<file path="src/rtl/sm_pkg.sv">
package sm_pkg;
  // which arithmetic path the magnitudes take
  typedef enum logic {
    PATH_SUM  = 1'b0,
    PATH_DIFF = 1'b1
  } sm_path_e;
endpackage

</file>
<file path="src/rtl/sm_ripple_adder.sv">
module sm_ripple_adder #(
  parameter int WIDTH = 7
) (
  input  logic [WIDTH-1:0] a,
  input  logic [WIDTH-1:0] b,
  input  logic             cin,
  output logic [WIDTH-1:0] sum,
  output logic             cout
);
  logic [WIDTH:0] carry;

  assign carry[0] = cin;

  // one full-adder cell per bit, carry rippling upward
  for (genvar i = 0; i < WIDTH; i++) begin : g_bit
    logic half_s;
    assign half_s     = a[i] ^ b[i];
    assign sum[i]     = half_s ^ carry[i];
    assign carry[i+1] = (a[i] & b[i]) | (half_s & carry[i]);
  end

  assign cout = carry[WIDTH];
endmodule

</file>
<file path="src/rtl/sm_sign_unit.sv">
module sm_sign_unit
  import sm_pkg::*;
(
  input  logic     sign_a,
  input  logic     sign_b,
  input  logic     op_sub,
  output logic     sign_b_eff,
  output sm_path_e path
);
  // subtraction flips the sign of B before the addition rules apply
  assign sign_b_eff = sign_b ^ op_sub;
  assign path       = (sign_a == sign_b_eff) ? PATH_SUM : PATH_DIFF;
endmodule

</file>
<file path="src/rtl/sm_mag_core.sv">
module sm_mag_core
  import sm_pkg::*;
#(
  parameter int MAGW = 7
) (
  input  logic [MAGW-1:0] mag_a,
  input  logic [MAGW-1:0] mag_b,
  input  sm_path_e        path,
  output logic [MAGW-1:0] mag_out,
  output logic            carry_out,
  output logic            borrow
);
  logic            is_diff;
  logic [MAGW-1:0] b_term;
  logic [MAGW-1:0] raw;
  logic            raw_carry;
  logic [MAGW-1:0] neg_raw;
  logic            neg_carry;

  assign is_diff = (path == PATH_DIFF);
  // difference path: A + ~B + 1, i.e. A plus the two's complement of B
  assign b_term  = is_diff ? ~mag_b : mag_b;

  sm_ripple_adder #(.WIDTH(MAGW)) u_main (
    .a    (mag_a),
    .b    (b_term),
    .cin  (is_diff),
    .sum  (raw),
    .cout (raw_carry)
  );

  // correction: two's complement of the raw difference
  sm_ripple_adder #(.WIDTH(MAGW)) u_fix (
    .a    (~raw),
    .b    ({MAGW{1'b0}}),
    .cin  (1'b1),
    .sum  (neg_raw),
    .cout (neg_carry)
  );

  // missing end carry on the difference path means |A| < |B|
  assign borrow    = is_diff & ~raw_carry;
  assign mag_out   = borrow ? neg_raw : raw;
  assign carry_out = raw_carry;

  logic unused_fix;
  assign unused_fix = neg_carry;
endmodule

</file>
<file path="src/rtl/sm_addsub.sv">
module sm_addsub
  import sm_pkg::*;
#(
  parameter int WIDTH = 8
) (
  input  logic             clk,
  input  logic             rst,
  input  logic             in_valid,
  input  logic             op_sub,
  input  logic [WIDTH-1:0] opa,
  input  logic [WIDTH-1:0] opb,
  output logic [WIDTH-1:0] res,
  output logic             ovf,
  output logic             out_valid
);
  // top bit is sign, remaining bits are magnitude
  localparam int MAGW = WIDTH - 1;
  localparam int SB   = WIDTH - 1;

  logic            sign_b_eff;
  sm_path_e        path;
  logic [MAGW-1:0] mag_r;
  logic            carry_r;
  logic            borrow_r;
  logic            sign_next;
  logic            ovf_next;

  sm_sign_unit u_sign (
    .sign_a     (opa[SB]),
    .sign_b     (opb[SB]),
    .op_sub     (op_sub),
    .sign_b_eff (sign_b_eff),
    .path       (path)
  );

  sm_mag_core #(.MAGW(MAGW)) u_core (
    .mag_a     (opa[MAGW-1:0]),
    .mag_b     (opb[MAGW-1:0]),
    .path      (path),
    .mag_out   (mag_r),
    .carry_out (carry_r),
    .borrow    (borrow_r)
  );

  always_comb begin
    if (mag_r == '0)   sign_next = 1'b0;
    else if (borrow_r) sign_next = sign_b_eff;
    else               sign_next = opa[SB];
    ovf_next = (path == PATH_SUM) & carry_r;
  end

  always_ff @(posedge clk) begin
    if (rst) begin
      res       <= '0;
      ovf       <= 1'b0;
      out_valid <= 1'b0;
    end else begin
      out_valid <= in_valid;
      if (in_valid) begin
        res <= {sign_next, mag_r};
        ovf <= ovf_next;
      end
    end
  end

  AST_VALID_FOLLOWS: assert property (@(posedge clk) disable iff (rst)
    in_valid |=> out_valid);
  AST_VALID_IDLE: assert property (@(posedge clk) disable iff (rst)
    !in_valid |=> !out_valid);
  AST_RESULT_HELD: assert property (@(posedge clk) disable iff (rst)
    !in_valid |=> ($stable(res) && $stable(ovf)));
  AST_NO_NEG_ZERO: assert property (@(posedge clk) disable iff (rst)
    out_valid |-> !(res[SB] && (res[MAGW-1:0] == '0)));
  AST_NO_OVF_ON_DIFF: assert property (@(posedge clk) disable iff (rst)
    (in_valid && (opa[SB] != (opb[SB] ^ op_sub))) |=> !ovf);
  AST_DIFF_BOUNDED: assert property (@(posedge clk) disable iff (rst)
    (in_valid && (opa[SB] != (opb[SB] ^ op_sub))) |=>
      ((res[MAGW-1:0] <= $past(opa[MAGW-1:0])) ||
       (res[MAGW-1:0] <= $past(opb[MAGW-1:0]))));
endmodule

</file>
<file path="config.mk">
export PLATFORM = sky130hd
export DESIGN_NAME = sm_addsub
export DESIGN_NICKNAME = d
export VERILOG_FILES = /design/src/rtl/sm_pkg.sv /design/src/rtl/sm_ripple_adder.sv /design/src/rtl/sm_sign_unit.sv /design/src/rtl/sm_mag_core.sv /design/src/rtl/sm_addsub.sv
export SDC_FILE = /design/constraint.sdc
export NUM_CORES = 1
export LEC_CHECK = 0
export BUFFER_PORTS_ARGS = -buffer_cell sky130_fd_sc_hd__buf_2
export CAP_MARGIN = 20
export CORE_MARGIN = 5
export CORE_UTILIZATION = 50
export DETAILED_ROUTE_END_ITERATION = 8
export GPL_ROUTABILITY_DRIVEN = 0
export GPL_TIMING_DRIVEN = 0
export MAX_ROUTING_LAYER = met4
export PLACE_DENSITY = 0.8
export SETUP_SLACK_MARGIN = 0.4
export SKIP_LAST_GASP = 1
export SLEW_MARGIN = 5
export SYNTH_ARGS = -nofsm -noshare
export SYNTH_HDL_FRONTEND = slang
export SYNTH_SLANG_ARGS = --single-unit
export TNS_END_PERCENT = 50
</file>
<file path="constraint.sdc">
create_clock -name clk -period 15.3 [get_ports clk]
set_input_delay 3.06 -clock clk [delete_from_list [all_inputs] [get_ports clk]]
set_output_delay 3.06 -clock clk [all_outputs]
set_load 0.02 [all_outputs]
</file>
# After elaboration in Yosys (flattened, before gate mapping)
# Cells that the tools add are included.
# word_totals
ramBits,0
in_bits,20
mem_count,0
wordCells,63
ff_bits,10
rom_bits,0
out_inout_bits,10
latchBits,0
# classes
mul,0
div_mod_pow,0
shift,0
n_lt_le_gt_ge,0
n_addsub,0
n_reduce_logical,1
mux,5
n_eq_ne,1
bitwise,53
# ops
operator,count
$and 1x1->1,21
$xor 1x1->1,21
$mux 7,2
$not 7->7,2
$logic_not 7->1,1
$or 1x1->1,7
$mux 1,3
$not 1->1,2
$eq 1x1->1,1

# Longest topological paths before layout
# logic_depth
ltp_word,27
mapped_depth,15
mapped_depth_nobuf,14

# Hierarchy
# Synthesis repeated with hierarchy kept, for this count alone.
# hier_totals
cells_unflattened,98
hier_area_um2,1007.2
# by_module_without_submodules
module,cells_per_inst,instances,seq_area_each_um2,area_each_um2
sm_addsub,36,1,200.2,382.9
sm_ripple_adder,17,2,0.0,177.7
sm_mag_core,26,1,0.0,236.5
sm_sign_unit,2,1,0.0,32.5

# Worst setup path before layout
# No wires, ideal clock.
# synth_path
path_kind,in2reg
from,in opa[7]
to,reg res[7]
arrival_ns,6.812
path_slack_ns,8.369
required_ns,15.180
setup_time_ns,0.120
cell_stages,15
path_buffers,2
cell_sequence,xnor3_1 buf_4 xnor2_1 fa_1 fa_1 fa_1 fa_1 inv_1 fa_1 inv_1 fa_1 or2_1 buf_6 mux2i_1 o31a_1
# synth_via
elab_chain_cells,22
word_cells_on_any_way,57
classes_between,eq/ne (1); mux (5); bitwise (50); reduce/logical (1)
# synth_lines
item,line_no,rtl
start: declaration,sm_addsub.sv:10,"input logic [WIDTH-1:0] opa,"
$eq 1x1->1,sm_sign_unit.sv:12,assign path = (sign_a == sign_b_eff) ? PATH_SUM : PATH_DIFF;
$mux 7,sm_mag_core.sv:22,assign b_term = is_diff ? ~mag_b : mag_b;
$xor 1x1->1,sm_ripple_adder.sv:17,assign half_s = a[i] ^ b[i];
$and 1x1->1,sm_ripple_adder.sv:19,assign carry[i+1] = (a[i] & b[i]) | (half_s & carry[i]);
$or 1x1->1,sm_ripple_adder.sv:19,
$and 1x1->1,sm_ripple_adder.sv:19,
$or 1x1->1,sm_ripple_adder.sv:19,
$and 1x1->1,sm_ripple_adder.sv:19,
[6 not listed],-,
$or 1x1->1,sm_ripple_adder.sv:19,
$and 1x1->1,sm_ripple_adder.sv:19,
$or 1x1->1,sm_ripple_adder.sv:19,
$not 1->1,sm_mag_core.sv:42,assign borrow = is_diff & ~raw_carry;
$and 1x1->1,sm_mag_core.sv:42,
$mux 7,sm_mag_core.sv:43,assign mag_out = borrow ? neg_raw : raw;
$logic_not 7->1,sm_addsub.sv:46,if (mag_r == '0) sign_next = 1'b0;
$mux 1 (*),sm_addsub.sv:46,
end signal: assignment,sm_addsub.sv:60,"res <= {sign_next, mag_r};"
end: declaration,sm_addsub.sv:12,"output logic [WIDTH-1:0] res,"
# Every way passes the cells marked *; elsewhere a longest branch is shown, timed or not.
# A chain may end at the register's enable or synchronous reset.

# Worst setup path in the final report
# Same ends and word-level chain as after synthesis.

==> impl_metrics.csv <==
group,metric,value,unit
floorplan,rows,14,
synth,synth.top_cell.area_share,24.5,%
pwr,power.leakage,0.485,nW
worst_setup_path,cp_data_arrival_time,7.11,ns
global_routing,first_global_vias,677,
clock_tree,worstSkewPairLatency,0.26,ns
routing,viasPerCell,5.22,
synth,syn-num-nets,122,
synth,yosys_register_bits,10,
worst_setup_path,crit_path_top_delay_cell,"sky130_fd_sc_hd__fa_1",
sta,final.period_utilization,45.5,%
routing,route.antenna.remaining_nets,0,
global_routing,gr-total-overflow,0,
place,io_buffers,27,
finish,fraction_of_final_layout_cells_with_drive_strength_greater_than_1,28.7,%
place,dp_hpwl,1400,um
worst_setup_path,timing.setup.critical_path_class,"input port to flop",
worst_setup_path,worst_path_largest_cell_delay,0.51,ns
routing,routed-via-count,720,
floorplan,die_area,0.00254,sq mm
clock_tree,cts-htree-levels,1,
routing,post-route-drc-count,0,
global_routing,grt_pass1_wl,2610,um
sta,max_clock_freq,144,MHz
worst_setup_path,cp_max_fo,10,
clock_tree,cts_hold_repair.buffers,0,
sta,clock_skew,0,ns
synth,ys_types,28,
synth,syn_area,817,sq um
sta,fin_crit,6.96,ns
synth,synth_area_per_cell,8.98,sq um
finish,area_delta_synth_final,23.4,%
clock_tree,root_buffer,"sky130_fd_sc_hd__clkbuf_4",
routing,detailedRoute.firstIterationViolations,14,
synth,netlist_top_cells_area,"sky130_fd_sc_hd__dfxtp_1 25%, sky130_fd_sc_hd__fa_1 15%, sky130_fd_sc_hd__ha_1 7.7%",
clock_tree,tritoncts.num_buffers,3,
finish,final_util,66.2,%
clock_tree,clkTransAtPathRegs,0.06,ns
worst_setup_path,crit_required,15.45,ns
sta,timing.hold.ws,0.476,ns
sta,worst_pin_slew,0.422,ns
routing,iteration_count_of_the_initial_detailed_routing_pass,4,
synth,synthesis.instances,91,
clock_tree,tritoncts,"built",
pwr,totalPowerFinal,0.124,mW
synth,yosys.area.top_type,"sky130_fd_sc_hd__dfxtp_1",
finish,fillers,132,
place,pre_cts_ws,8.06,ns
sta,finalSetupTns,0,ns
clock_tree,post_cts_resized,0,
global_routing,grt_antenna_before_repair,0,
synth,sequential_fraction_of_the_synthesis_area,24.5,%
floorplan,design.portCount,30,
worst_setup_path,r2r_cells,3,
worst_setup_path,critPathMostFrequentCell,"sky130_fd_sc_hd__fa_1",
worst_setup_path,crit_chain,"buf_2, xnor3_1, buf_4, xnor2_1, fa_1, fa_1, fa_1, fa_1, inv_1, fa_1, inv_1, fa_1, or2_1, buf_6, mux2i_1, o31a_1",
run_status,run_status,"completed",
synth,ys_warn_count,0,
synth,main_flop_type_after_synthesis,"sky130_fd_sc_hd__dfxtp_1",
synth,async_reset_ff_share,0,%
worst_hold_path,class_of_the_most_critical_hold_timing_path,"flop to flop",
sta,final_max_slew_viol_count,0,
sta,finalSetupViolations,0,
clock_tree,clock_tree.buffer_depth,2,
sta,final-hold-violation-count,0,
worst_setup_path,critPathLaunchType,"input port",
floorplan,floorplan.initialDensity,53.6,%
synth,synth_edf_count,0,
clock_tree,numClockSinks,10,
clock_tree,post-cts-setup-buffers,0,
sta,worst_max_slew_margin_expressed_relative_to_the_limit,71.9,%
worst_hold_path,min_delay_path_depth,2,
job,cap_viol_max_count,0,
pwr,total_power_per_unit_cell_area,123,mW/mm^2
finish,fin_nets,154,
sta,unrepaired_setup_endpoints_after_global_routing,"false",
routing,detail_route.wirelength,1660,um
routing,wl_per_cell,12.0,um
pwr,peakVddDrop,54.4,uV
floorplan,die_w,50.4,um
floorplan,die_height,50.4,um
worst_setup_path,end_kind,"flop",
finish,insertedDiodeCount,0,
global_routing,grt_use_total,12.9,%
floorplan,core_region_area,0.00152,sq mm
sta,setup_ws,8.34,ns
global_routing,grt_start_max_net_pins,11,
==> critical path, delay by kind of cell <==
kind | cells | cell delay, ns
muxes | 1 | 0.11
AOI/OAI and AO/OA | 1 | 0.29
xor gates and xnor gates | 2 | 0.59
and+or+nand+nor | 1 | 0.29
buffers and inverters | 5 | 0.55
adders and majority gates | 6 | 2.22
==> logic make-up (layout without fill, tap and decap cells) <==
kind of cell	after synthesis	after routing	share of synthesized area, %
and+or+nand+nor	33	33	20.1
AOI/OAI and AO/OA	13	13	12.1
DFF	10	10	24.5
buffers and inverters	13	44	7.35
adders and majority gates	11	11	22.4
muxes	1	1	1.23
xor gates and xnor gates	10	10	12.4
==> cell usage after synthesis (2+ instances only) <==
cell type and n:
sky130_fd_sc_hd__nor4_1 3, sky130_fd_sc_hd__ha_1 5, sky130_fd_sc_hd__xor2_1 2, sky130_fd_sc_hd__fa_1 6, sky130_fd_sc_hd__clkbuf_1 2, sky130_fd_sc_hd__xnor2_1 7, sky130_fd_sc_hd__nor2_1 8, sky130_fd_sc_hd__a311oi_1 6
sky130_fd_sc_hd__nand2b_1 5, sky130_fd_sc_hd__a21oi_1 2, sky130_fd_sc_hd__a211oi_1 2, sky130_fd_sc_hd__nand2_1 11, sky130_fd_sc_hd__dfxtp_1 10, sky130_fd_sc_hd__inv_1 8
==> layer usage <==
layer | GRT usage, % | part of all wire (%) | vias to the layer above
li1 | - | - | 370
met1 | 16.0 | 46 | 316
met2 | 20.9 | 44 | 30
met3 | 2.96 | 9.4 | 4
met4 | 3.83 | 0.84 | 0
met5 | - | 0 | -
==> state kept, by name, summed over array words and instances, names as in the netlist <==
signal / cells
out_valid: 1
res: 8
ovf: 1
==> cells in the final DEF, fill, tap and decap left out, types with 2 or more instances in the layout <==
master	Yosys	routed
sky130_fd_sc_hd__a211oi_1	2	2
sky130_fd_sc_hd__nor2_1	8	8
sky130_fd_sc_hd__nand2b_1	5	5
sky130_fd_sc_hd__nand2_1	11	11
sky130_fd_sc_hd__buf_2	0	27
sky130_fd_sc_hd__fa_1	6	6
sky130_fd_sc_hd__xor2_1	2	2
sky130_fd_sc_hd__a21oi_1	2	2
sky130_fd_sc_hd__nor4_1	3	3
sky130_fd_sc_hd__clkbuf_4	0	3
sky130_fd_sc_hd__a311oi_1	6	6
sky130_fd_sc_hd__ha_1	5	5
sky130_fd_sc_hd__dfxtp_1	10	10
sky130_fd_sc_hd__inv_1	8	8
sky130_fd_sc_hd__clkbuf_1	2	2
sky130_fd_sc_hd__xnor2_1	7	7
==> path summary, 6_finish.rpt <==
| kind | slack (ns) | end | startpoint |
|---|---|---|---|
| worst max register to register | 14.44 | res[7] | res[7] |
| worst min-delay path | 0.48 | ovf | ovf |
| worst min register to register | 0.48 | ovf | ovf |
| worst max-delay path | 8.34 | res[7] | opa[7] |
==> per-stage QoR <==
step	std cells	area, sq um
finish	138	1010
global route	138	1010
global placement	134	972
CTS	138	1010
floorplan	91	817
detailed placement	134	972
==> where the power goes <==
group          switching, mW  internal [mW]  total, mW
Clock                0.00913         0.0144     0.0236
Sequential           0.00148         0.0297     0.0312
Combinational         0.0389         0.0305     0.0694
Total                 0.0495         0.0746      0.124
==> cell type report <==
class | count | area (sq um) | share of cell area [%]
Buffer | 5 | 30.0 | 2.98
Inverter | 8 | 30.0 | 2.98
Sequential cell | 10 | 200 | 19.9
Clock buffer | 4 | 36.3 | 3.60
Timing Repair Buffer | 27 | 135 | 13.4
Multi-Input combinational cell | 68 | 557 | 55.2
Tap cell | 16 | 20.0 | 1.99
No activity file was read; power rests on OpenSTA's default activity.
